### config.mk
export PLATFORM = sky130hd
export DESIGN_NAME = i2c_dual_port_slave
export DESIGN_NICKNAME = d
export VERILOG_FILES = /design/src/rtl/i2cdp_pkg.sv /design/src/rtl/i2cdp_line_filter.sv /design/src/rtl/i2cdp_port_regs.sv /design/src/rtl/i2cdp_ctl.sv /design/src/rtl/i2c_dual_port_slave.sv
export SDC_FILE = /design/constraint.sdc
export NUM_CORES = 1
export LEC_CHECK = 0
export BUFFER_PORTS_ARGS = -buffer_cell sky130_fd_sc_hd__buf_2
export CAP_MARGIN = 20
export CORE_MARGIN = 1
export CORE_UTILIZATION = 55
export DETAILED_ROUTE_END_ITERATION = 7
export PLACE_DENSITY = 0.76
export SLEW_MARGIN = 20
export SYNTH_ARGS = -nofsm -noshare
export SYNTH_HDL_FRONTEND = slang
export SYNTH_SLANG_ARGS = --single-unit
### constraint.sdc
create_clock -name clk_i -period 2.87 [get_ports clk_i]
set_input_delay 0 -clock clk_i [delete_from_list [all_inputs] [get_ports clk_i]]
set_output_delay 0 -clock clk_i [all_outputs]
set_load 0.05 [all_outputs]
### src/rtl/i2cdp_pkg.sv
`timescale 1ns/1ps
package i2cdp_pkg;
  localparam int unsigned PORT_W = 6;
  localparam logic [6:0] SLV_ADDR_SEL1 = 7'b1001110;
  localparam logic [6:0] SLV_ADDR_SEL0 = 7'b0110111;

  typedef enum logic [2:0] {
    ST_IDLE, ST_ADDR, ST_ADDR_ACK, ST_WDATA, ST_WACK, ST_RDATA, ST_RACK
  } ctl_state_e;
endpackage

### src/rtl/i2cdp_line_filter.sv
`timescale 1ns/1ps
module i2cdp_line_filter #(
  parameter int unsigned FILT_CYCLES = 3
) (
  input  logic clk_i,
  input  logic rst_ni,
  input  logic line_i,
  output logic line_o
);
  localparam int unsigned CW = $clog2(FILT_CYCLES + 1);

  logic [1:0]    sync_q;
  logic [CW-1:0] cnt_q;
  logic          out_q;

  always_ff @(posedge clk_i or negedge rst_ni) begin
    if (!rst_ni) begin
      sync_q <= 2'b11;
      cnt_q  <= '0;
      out_q  <= 1'b1;
    end else begin
      sync_q <= {sync_q[0], line_i};
      if (sync_q[1] == out_q) begin
        cnt_q <= '0;
      end else if (cnt_q == CW'(FILT_CYCLES - 1)) begin
        out_q <= sync_q[1];
        cnt_q <= '0;
      end else begin
        cnt_q <= cnt_q + 1'b1;
      end
    end
  end

  assign line_o = out_q;

  // output only follows a level the synchronizer actually held
  p_filter_follows_r1: assert property (@(posedge clk_i) disable iff (!rst_ni)
    (out_q != $past(out_q)) |-> ($past(sync_q[1]) == out_q));
endmodule

### src/rtl/i2cdp_port_regs.sv
`timescale 1ns/1ps
module i2cdp_port_regs
  import i2cdp_pkg::*;
#(
  parameter int unsigned BUSY_CYCLES = 2000000
) (
  input  logic              clk_i,
  input  logic              rst_ni,
  input  logic              wr_en_i,
  input  logic [7:0]        wr_byte_i,
  output logic              busy_o,
  output logic [PORT_W-1:0] port_a_o,
  output logic [PORT_W-1:0] port_b_o
);
  localparam int unsigned CW = $clog2(BUSY_CYCLES + 2);

  logic [CW-1:0]     cnt_q;
  logic [PORT_W-1:0] a_q, b_q;

  always_ff @(posedge clk_i or negedge rst_ni) begin
    if (!rst_ni) begin
      cnt_q <= '0;
      a_q   <= '0;
      b_q   <= '0;
    end else if (wr_en_i && cnt_q == '0 && !wr_byte_i[7]) begin
      if (wr_byte_i[6]) b_q <= wr_byte_i[PORT_W-1:0];
      else              a_q <= wr_byte_i[PORT_W-1:0];
      cnt_q <= CW'(BUSY_CYCLES);
    end else if (cnt_q != '0) begin
      cnt_q <= cnt_q - 1'b1;
    end
  end

  assign busy_o   = (cnt_q != '0);
  assign port_a_o = a_q;
  assign port_b_o = b_q;

  p_hold_while_busy_r7: assert property (@(posedge clk_i) disable iff (!rst_ni)
    busy_o |=> ($stable(a_q) && $stable(b_q)));
  p_reserved_ignored_r6: assert property (@(posedge clk_i) disable iff (!rst_ni)
    (wr_en_i && wr_byte_i[7]) |=> ($stable(a_q) && $stable(b_q)));
  p_busy_starts_r7: assert property (@(posedge clk_i) disable iff (!rst_ni)
    (wr_en_i && !busy_o && !wr_byte_i[7]) |=> (busy_o || BUSY_CYCLES == 0));
endmodule

### src/rtl/i2cdp_ctl.sv
`timescale 1ns/1ps
module i2cdp_ctl
  import i2cdp_pkg::*;
(
  input  logic              clk_i,
  input  logic              rst_ni,
  input  logic              scl_i,
  input  logic              sda_i,
  input  logic              addr_sel_i,
  input  logic              busy_i,
  input  logic [PORT_W-1:0] rd_a_i,
  input  logic [PORT_W-1:0] rd_b_i,
  input  logic [PORT_W-1:0] rd_in_i,
  output logic              wr_en_o,
  output logic [7:0]        wr_byte_o,
  output logic              sda_oe_o
);
  ctl_state_e state_q;
  logic       scl_q, sda_q;
  logic [3:0] cnt_q;
  logic [7:0] sh_q;
  logic       rw_q, oe_q, mack_q, wr_en_q;
  logic [1:0] idx_q, next_idx;
  logic [7:0] rd_first, rd_next;
  logic [6:0] my_addr;
  logic       scl_rise, scl_fall, start_ev, stop_ev;

  function automatic logic [7:0] rd_byte(input logic [1:0] idx,
                                         input logic [PORT_W-1:0] a,
                                         input logic [PORT_W-1:0] b,
                                         input logic [PORT_W-1:0] pin);
    case (idx)
      2'd0:    rd_byte = {2'b00, a};
      2'd1:    rd_byte = {2'b00, b};
      default: rd_byte = {2'b00, pin};
    endcase
  endfunction

  assign scl_rise = scl_i & ~scl_q;
  assign scl_fall = ~scl_i & scl_q;
  assign start_ev = scl_i & scl_q & sda_q & ~sda_i;
  assign stop_ev  = scl_i & scl_q & ~sda_q & sda_i;
  assign my_addr  = addr_sel_i ? SLV_ADDR_SEL1 : SLV_ADDR_SEL0;
  assign next_idx = (idx_q == 2'd2) ? 2'd0 : idx_q + 2'd1;
  assign rd_first = rd_byte(2'd0, rd_a_i, rd_b_i, rd_in_i);
  assign rd_next  = rd_byte(next_idx, rd_a_i, rd_b_i, rd_in_i);

  always_ff @(posedge clk_i or negedge rst_ni) begin
    if (!rst_ni) begin
      state_q <= ST_IDLE;
      scl_q   <= 1'b1;
      sda_q   <= 1'b1;
      cnt_q   <= '0;
      sh_q    <= '0;
      rw_q    <= 1'b0;
      oe_q    <= 1'b0;
      mack_q  <= 1'b0;
      wr_en_q <= 1'b0;
      idx_q   <= '0;
    end else begin
      scl_q   <= scl_i;
      sda_q   <= sda_i;
      wr_en_q <= 1'b0;
      if (start_ev) begin
        state_q <= ST_ADDR;
        cnt_q   <= '0;
        oe_q    <= 1'b0;
      end else if (stop_ev) begin
        state_q <= ST_IDLE;
        oe_q    <= 1'b0;
      end else begin
        case (state_q)
          ST_ADDR, ST_WDATA: begin
            if (scl_rise) begin
              sh_q  <= {sh_q[6:0], sda_i};
              cnt_q <= cnt_q + 4'd1;
            end else if (scl_fall && cnt_q == 4'd8) begin
              if (state_q == ST_ADDR) begin
                if (sh_q[7:1] == my_addr) begin
                  oe_q    <= 1'b1;
                  rw_q    <= sh_q[0];
                  idx_q   <= '0;
                  state_q <= ST_ADDR_ACK;
                end else begin
                  state_q <= ST_IDLE;
                end
              end else begin
                // refuse data while the storage update is pending
                oe_q    <= ~busy_i;
                wr_en_q <= ~busy_i;
                state_q <= ST_WACK;
              end
            end
          end
          ST_ADDR_ACK: if (scl_fall) begin
            cnt_q <= '0;
            if (rw_q) begin
              sh_q    <= rd_first;
              oe_q    <= ~rd_first[7];
              state_q <= ST_RDATA;
            end else begin
              oe_q    <= 1'b0;
              state_q <= ST_WDATA;
            end
          end
          ST_WACK: if (scl_fall) begin
            oe_q    <= 1'b0;
            cnt_q   <= '0;
            state_q <= ST_WDATA;
          end
          ST_RDATA: if (scl_fall) begin
            if (cnt_q == 4'd7) begin
              oe_q    <= 1'b0;
              state_q <= ST_RACK;
            end else begin
              sh_q  <= {sh_q[6:0], 1'b0};
              oe_q  <= ~sh_q[6];
              cnt_q <= cnt_q + 4'd1;
            end
          end
          ST_RACK: begin
            if (scl_rise) begin
              mack_q <= ~sda_i;
            end else if (scl_fall) begin
              if (mack_q) begin
                idx_q   <= next_idx;
                sh_q    <= rd_next;
                oe_q    <= ~rd_next[7];
                cnt_q   <= '0;
                state_q <= ST_RDATA;
              end else begin
                oe_q    <= 1'b0;
                state_q <= ST_IDLE;
              end
            end
          end
          default: ;
        endcase
      end
    end
  end

  assign wr_en_o   = wr_en_q;
  assign wr_byte_o = sh_q;
  assign sda_oe_o  = oe_q;

  p_idle_released_r9: assert property (@(posedge clk_i) disable iff (!rst_ni)
    (state_q == ST_IDLE) |-> !oe_q);
  p_pull_on_low_scl_r9: assert property (@(posedge clk_i) disable iff (!rst_ni)
    $rose(oe_q) |-> !scl_q);
  p_no_write_when_busy_r7: assert property (@(posedge clk_i) disable iff (!rst_ni)
    $rose(wr_en_q) |-> !$past(busy_i));
  p_read_index_range_r5: assert property (@(posedge clk_i) disable iff (!rst_ni)
    idx_q != 2'd3);
endmodule

### src/rtl/i2c_dual_port_slave.sv
`timescale 1ns/1ps
module i2c_dual_port_slave
  import i2cdp_pkg::*;
#(
  parameter int unsigned FILT_CYCLES = 3,
  parameter int unsigned BUSY_CYCLES = 2000000
) (
  input  logic              clk_i,
  input  logic              rst_ni,
  input  logic              scl_i,
  input  logic              sda_i,
  output logic              sda_oe_o,
  input  logic              addr_sel_i,
  input  logic [PORT_W-1:0] port_in_i,
  output logic [PORT_W-1:0] port_a_o,
  output logic [PORT_W-1:0] port_b_o,
  output logic              busy_o
);
  logic       scl_f, sda_f, wr_en, busy;
  logic [7:0] wr_byte;
  logic [PORT_W-1:0] reg_a, reg_b;

  i2cdp_line_filter #(.FILT_CYCLES(FILT_CYCLES)) u_scl_filt (
    .clk_i(clk_i), .rst_ni(rst_ni), .line_i(scl_i), .line_o(scl_f));
  i2cdp_line_filter #(.FILT_CYCLES(FILT_CYCLES)) u_sda_filt (
    .clk_i(clk_i), .rst_ni(rst_ni), .line_i(sda_i), .line_o(sda_f));

  i2cdp_ctl u_ctl (
    .clk_i(clk_i), .rst_ni(rst_ni), .scl_i(scl_f), .sda_i(sda_f),
    .addr_sel_i(addr_sel_i), .busy_i(busy),
    .rd_a_i(reg_a), .rd_b_i(reg_b), .rd_in_i(port_in_i),
    .wr_en_o(wr_en), .wr_byte_o(wr_byte), .sda_oe_o(sda_oe_o));

  i2cdp_port_regs #(.BUSY_CYCLES(BUSY_CYCLES)) u_regs (
    .clk_i(clk_i), .rst_ni(rst_ni), .wr_en_i(wr_en), .wr_byte_i(wr_byte),
    .busy_o(busy), .port_a_o(reg_a), .port_b_o(reg_b));

  assign port_a_o = reg_a;
  assign port_b_o = reg_b;
  assign busy_o   = busy;

  p_reset_quiet_r10: assert property (@(posedge clk_i)
    !rst_ni |=> (!sda_oe_o && !busy_o && port_a_o == '0 && port_b_o == '0));
endmodule

; After elaboration in Yosys (flattened, before gate mapping)
; Cells that the tools add are included.
[word_totals]
ram_bits = 0
in_bits = 11
output_inout_bits = 14
latchBits = 0
elab_cells = 184
reg_bits = 66
romBits = 0
memories = 0
[op_classes]
n_lt_le_gt_ge = 0
n_bitwise = 19
n_reduce_logical = 25
shift = 0
div = 0
eq_ne = 44
n_mul = 0
mux = 72
add_sub_neg = 5
[op_table]
columns = operator, n
row1 = 8-bit two-way mux, 8
row2 = 21-bit two-way mux, 2
row3 = 3-bit two-way mux, 13
row4 = 4-bit two-way mux, 9
row5 = 8-bit case mux with 4 select lines, 1
row6 = 9-bit AND reduction, 3
row7 = 2-bit two-way mux, 13
row8 = "4-bit by 1-bit != test with 1-bit output, second input constant", 6
row9 = 21-bit logical NOT, 1
row10 = 21-bit nonzero test, 1
row11 = "21-bit by 1-bit subtractor with 21-bit output, second input constant", 1
row12 = 1-bit two-way mux, 20
row13 = "2-bit by 1-bit != test with 1-bit output, second input constant", 10
row14 = 4-bit case mux with 4 select lines, 1
row15 = "3-bit by 1-bit != test with 1-bit output, second input constant", 5
row16 = 3-bit case mux with 5 select lines, 1
row17 = 6-bit case mux with 2 select lines, 1
row18 = 1-bit inverter, 11
row19 = 11-bit AND reduction, 1
row20 = 10-bit AND reduction, 1
row21 = "3-bit equality test, second input constant", 3
row22 = "4-bit != test, second input constant", 2
row23 = 2-bit AND reduction, 4
row24 = 1-bit bitwise AND, 7
row25 = 28 further kinds, 40

; Logic depth before layout (Yosys ltp)
[logic_depth]
word_depth = 9
mapped_depth = 10
depth_no_buf = 8

; Cells and area by module
; A second synthesis with hierarchy kept.
[hier_totals]
hier_cells = 323
hier_area_um2 = 3514.6
[modules_own_cells]
columns = mod, n_inst, cells_per_inst, area_per_inst_um2, seq_area_each_um2
row1 = i2cdp_ctl, 1, 168, 1601.5, 578.1
row2 = i2cdp_port_regs, 1, 135, 1555.2, 825.8
row3 = i2cdp_line_filter, 2, 10, 178.9, 128.9

; Least setup slack after synthesis
; Ideal clock, no wire load.
[synth_timing]
path_type = register -> register
startpoint = register u_regs.cnt_q[0]
endpoint = register u_regs.cnt_q[2]
path_slack_ns = 0.484
t_arrival_ns = 2.259
synth_period_minus_slack_ns = 2.386
required_time_ns = 2.743
setup_ns = 0.127
n_path_buf = 2
stages_incl_launch_ff = 11
path_cell_list = dfrtp_1 inv_1 ha_1 nor2b_1 and4_1 and2_4 buf_6 inv_2 clkbuf_1 nand2_1 xnor2_1
[synth_between]
elab_cells_between_ends = 8
cone_classes = add/sub: 1 / mux: 2 / reduce/logical: 5
[synth_rtl]
columns = item, line
row1 = from (decl), i2cdp_port_regs.sv:17  ; logic [CW-1:0] cnt_q;
row2 = from (signal assigned), i2cdp_port_regs.sv:28  ; cnt_q <= CW'(BUSY_CYCLES);
row3 = from (signal assigned), i2cdp_port_regs.sv:30  ; cnt_q <= cnt_q - 1'b1;
row4 = 21-bit nonzero test, --
row5 = via busy_o, i2c_dual_port_slave.sv:17  ; output logic busy_o
row6 = 2-bit nonzero test (no line), --
; The timed path passes the listed nets, and every way through them passes these cells. The select of a mux whose other input is x is not followed.
; A chain may end at the register's enable or synchronous reset.

; Worst setup path after layout
[layout_timing]
startpoint = register u_regs.cnt_q[15]
endpoint = register u_regs.a_q[0], in the netlist u_regs.port_a_o[0]
[layout_between]
elab_chain_len = 4
[layout_rtl]
columns = item, line
row1 = 21-bit logical NOT, i2cdp_port_regs.sv:25  ; end else if (wr_en_i && cnt_q == '0 && !wr_byte_i[7]) begin
row2 = 1-bit logical AND (2 in series), i2cdp_port_regs.sv:25
row3 = 2-bit AND reduction (no line), --
row4 = to (signal assigned), i2cdp_port_regs.sv:27  ; else a_q <= wr_byte_i[PORT_W-1:0];
row5 = to (decl), i2cdp_port_regs.sv:18  ; logic [PORT_W-1:0] a_q, b_q;
; No other way between the ends.

==> flow_summary.json <==
{
  "routed_wl_um": 6820,
  "grt_max_degree": 45,
  "synth_area_leader_cell": "dfrtp_1",
  "cts_made_buffers": 9,
  "critical_path_class": "reg2reg",
  "outcome": "finished clean",
  "numPortBuffers": 24,
  "clock_latency_ns": 0.33,
  "ir_worst_vdd_mv": 0.518,
  "dieHeight_um": 79.5,
  "drc": 0,
  "syn_nets": 330,
  "mostFrequentLayoutCells": "58 x dfrtp_1, 24 x buf_2, 19 x nor3_1",
  "crit_arrival_ns": 2.63,
  "cts_tree": "built",
  "post_cts_buffers": 0,
  "grt_util_met2": 0.365,
  "p_leak_uw": 0.00170,
  "finalHoldViolCount": 0,
  "skew_ns": 0.00846,
  "met1_usage": 0.328,
  "post_drt_wl_per_cell_um": 16.1,
  "ios": 25,
  "start_util": 0.586,
  "final_nets": 363,
  "use_met3": 0.0583,
  "powerDensity_mw_per_mm2": 971,
  "synth.area.top_cells": "dfrtp_1 44%, dfstp_2 6.4%, mux2_2 6.1%, nor3_1 2.9%, o21ai_0 2.7%",
  "cts_max_path_buffers": 2,
  "maxCapViolCount": 0,
  "ys_seq_elements": 66,
  "gr-usage-all-layers": 0.239,
  "synth_cell_types": 57,
  "period_share": 0.842,
  "worstMarginPinSlew_ns": 0.539,
  "crit_slowest_cell": "dfrtp_1",
  "grt_pass1_wl_um": 11600,
  "worstSetupEndpointType": "flop",
  "start_kind": "flop",
  "setup_viol": 0,
  "rows": 27,
  "hpwlAfterDp_um": 4650,
  "final_common_cell": "dfrtp_1",
  "yosysSeqAreaShare": 0.502,
  "rsz0062_at_grt": "no",
  "clock.fmax_mhz": 414,
  "min-delay-start": "port_in_i[4]",
  "viasPerCell": 6.15,
  "cpPeakStageDelay_ns": 0.42,
  "crit_required_ns": 3.09,
  "vias": 2615,
  "path_cells": "nor3_1, and4_1, and2_4, inv_2, nor3_4, mux2_2",
  "synthCells": 315,
  "first_iter_violations": 191,
  "syn_area_mm2": 0.00331,
  "first_pass_iters": 6,
  "die-area_mm2": 0.00633,
  "path_clk_slew_ns": 0.08,
  "synthArstFlopShare": 1.00,
  "critPathBufInv": 1,
  "ant_nets": 0,
  "antenna_cells": 0,
  "min_period_ns": 2.42,
  "syn_to_final_growth_pct": 13.8,
  "antenna_found_initial": 0,
  "total_power_uw": 3650,
  "hp-class": "in2reg",
  "cp-startpoint": "u_regs.cnt_q[15]",
  "ys.flop_type": "dfrtp_1",
  "core_mm2": 0.00564,
  "ys.warnings.count": 0,
  "drive_above_1_share": 0.221,
  "cts_root_buf": "clkbuf_8",
  "synth.avg_cell_area_um2": 10.5,
  "grt.busiest_layer": "met2",
  "grt_pass1_vias": 2513,
  "grt_overflow": 0,
  "fin_tns_setup_ns": 0,
  "cts_sinks": 66,
  "cts_htree_levels": 3,
  "maxSlewHeadroom": 0.641,
  "reg2reg_from": "u_regs.cnt_q[15]",
  "gp_congestion": 0.916,
  "slew_viol_final": 0,
  "cp_max_fo": 18,
  "synth_edf_count": 0,
  "die_w_um": 79.5,
  "critical_path.top_delay_family": "simple AND/OR/NAND/NOR gates",
  "synth_top_area_share": 0.439
}
## metrics by stage
step | setup WS, ns | hold WS [ns] | instance area (µm²) | util | instances
finish | 0.455 | 0.0257 | 3760 | 0.667 | 425
detailed placement | 0.507 | -0.0146 | 3510 | 0.622 | 406
CTS | 0.471 | 0.0218 | 3760 | 0.667 | 425
global route | 0.323 | 0.0492 | 3760 | 0.667 | 425
global placement | 0.577 | -0.0105 | 3510 | 0.622 | 406
floorplan | 0.484 | -0.296 | 3310 | - | 315
## registers in the layout, summed over array words and instances, names as in the netlist, 2 cells and up
name	flops
u_regs.cnt_q	21
u_ctl.wr_byte_o	8
u_regs.port_a_o	6
u_regs.port_b_o	6
u_ctl.cnt_q	4
u_ctl.state_q	3
u_ctl.idx_q	2
u_scl_filt.cnt_q	2
u_scl_filt.sync_q	2
u_sda_filt.cnt_q	2
u_sda_filt.sync_q	2
## logic make-up after synthesis
kind of cell             after synthesis  synth area share
adder cells (fa/ha/maj)                4            0.0151
flip-flops                            66             0.502
XOR/XNOR                               8            0.0212
buffers and inverters                 27            0.0337
multiplexers                          20            0.0673
AO/OA/AOI/OAI                         77             0.160
AND/OR/NAND/NOR                      113             0.201
## synth_stat cells (4+ instances only)
| cell | number |
|---|---|
| nand3_1 | 17 |
| a21o_1 | 7 |
| dfstp_2 | 8 |
| nand2b_1 | 5 |
| nand3b_1 | 5 |
| a211oi_1 | 4 |
| xnor2_1 | 5 |
| a222oi_1 | 5 |
| inv_1 | 16 |
| dfrtp_1 | 58 |
| nor2_1 | 14 |
| mux2_2 | 18 |
| nor3_1 | 19 |
| a21oi_1 | 16 |
| nor2b_1 | 6 |
| o21ai_0 | 18 |
| nor3b_1 | 4 |
| ha_1 | 4 |
| nor4_1 | 4 |
| o41ai_1 | 4 |
| clkbuf_1 | 7 |
| nand2_1 | 15 |
## power by group
| group | switching [µW] | internal, µW |
|---|---|---|
| registers | 391 | 1250 |
| logic | 616 | 519 |
| clock network | 369 | 514 |
## worst min-delay path: stages
cell	delay (ns)
buf_2	0.07
nand2_1	0.04
a21oi_1	0.12
a21o_1	0.09
## what timing repair did
action	CTS	global route
endpoints found under the hold margin	24	0
hold buffers	3	0
gates resized for setup	0	0
## worst paths after layout
path	endpoint	slack, ns	depth (start not counted)
max	u_regs.port_a_o[0]	0.45	6
min reg2reg	u_scl_filt.sync_q[1]	0.36	0
max in group asynchronous	u_regs.port_b_o[2]	1.80	3
min	u_ctl.wr_byte_o[4]	0.03	4
max reg2reg	u_regs.port_a_o[0]	0.45	6
min in group asynchronous	u_ctl.cnt_q[0]	0.16	2
## final cells by class
type / count / area, µm²
multi-input combinational: 222 / 1530
clock buffer: 10 / 138
timing repair buffer: 32 / 188
fill: 417 / 1880
inverter: 17 / 63.8
clock inverter: 6 / 90.1
sequential: 66 / 1660
tap: 72 / 90.1
## metal layers
layer / up-vias / part of all wire / wire length, µm
met5: - / 0 / 0
met4: 0 / 0.017 / 116
met3: 12 / 0.036 / 246
met2: 75 / 0.46 / 3160
met1: 1274 / 0.48 / 3300
li1: 1254 / - / -
No activity file was read; power rests on OpenSTA's default activity.
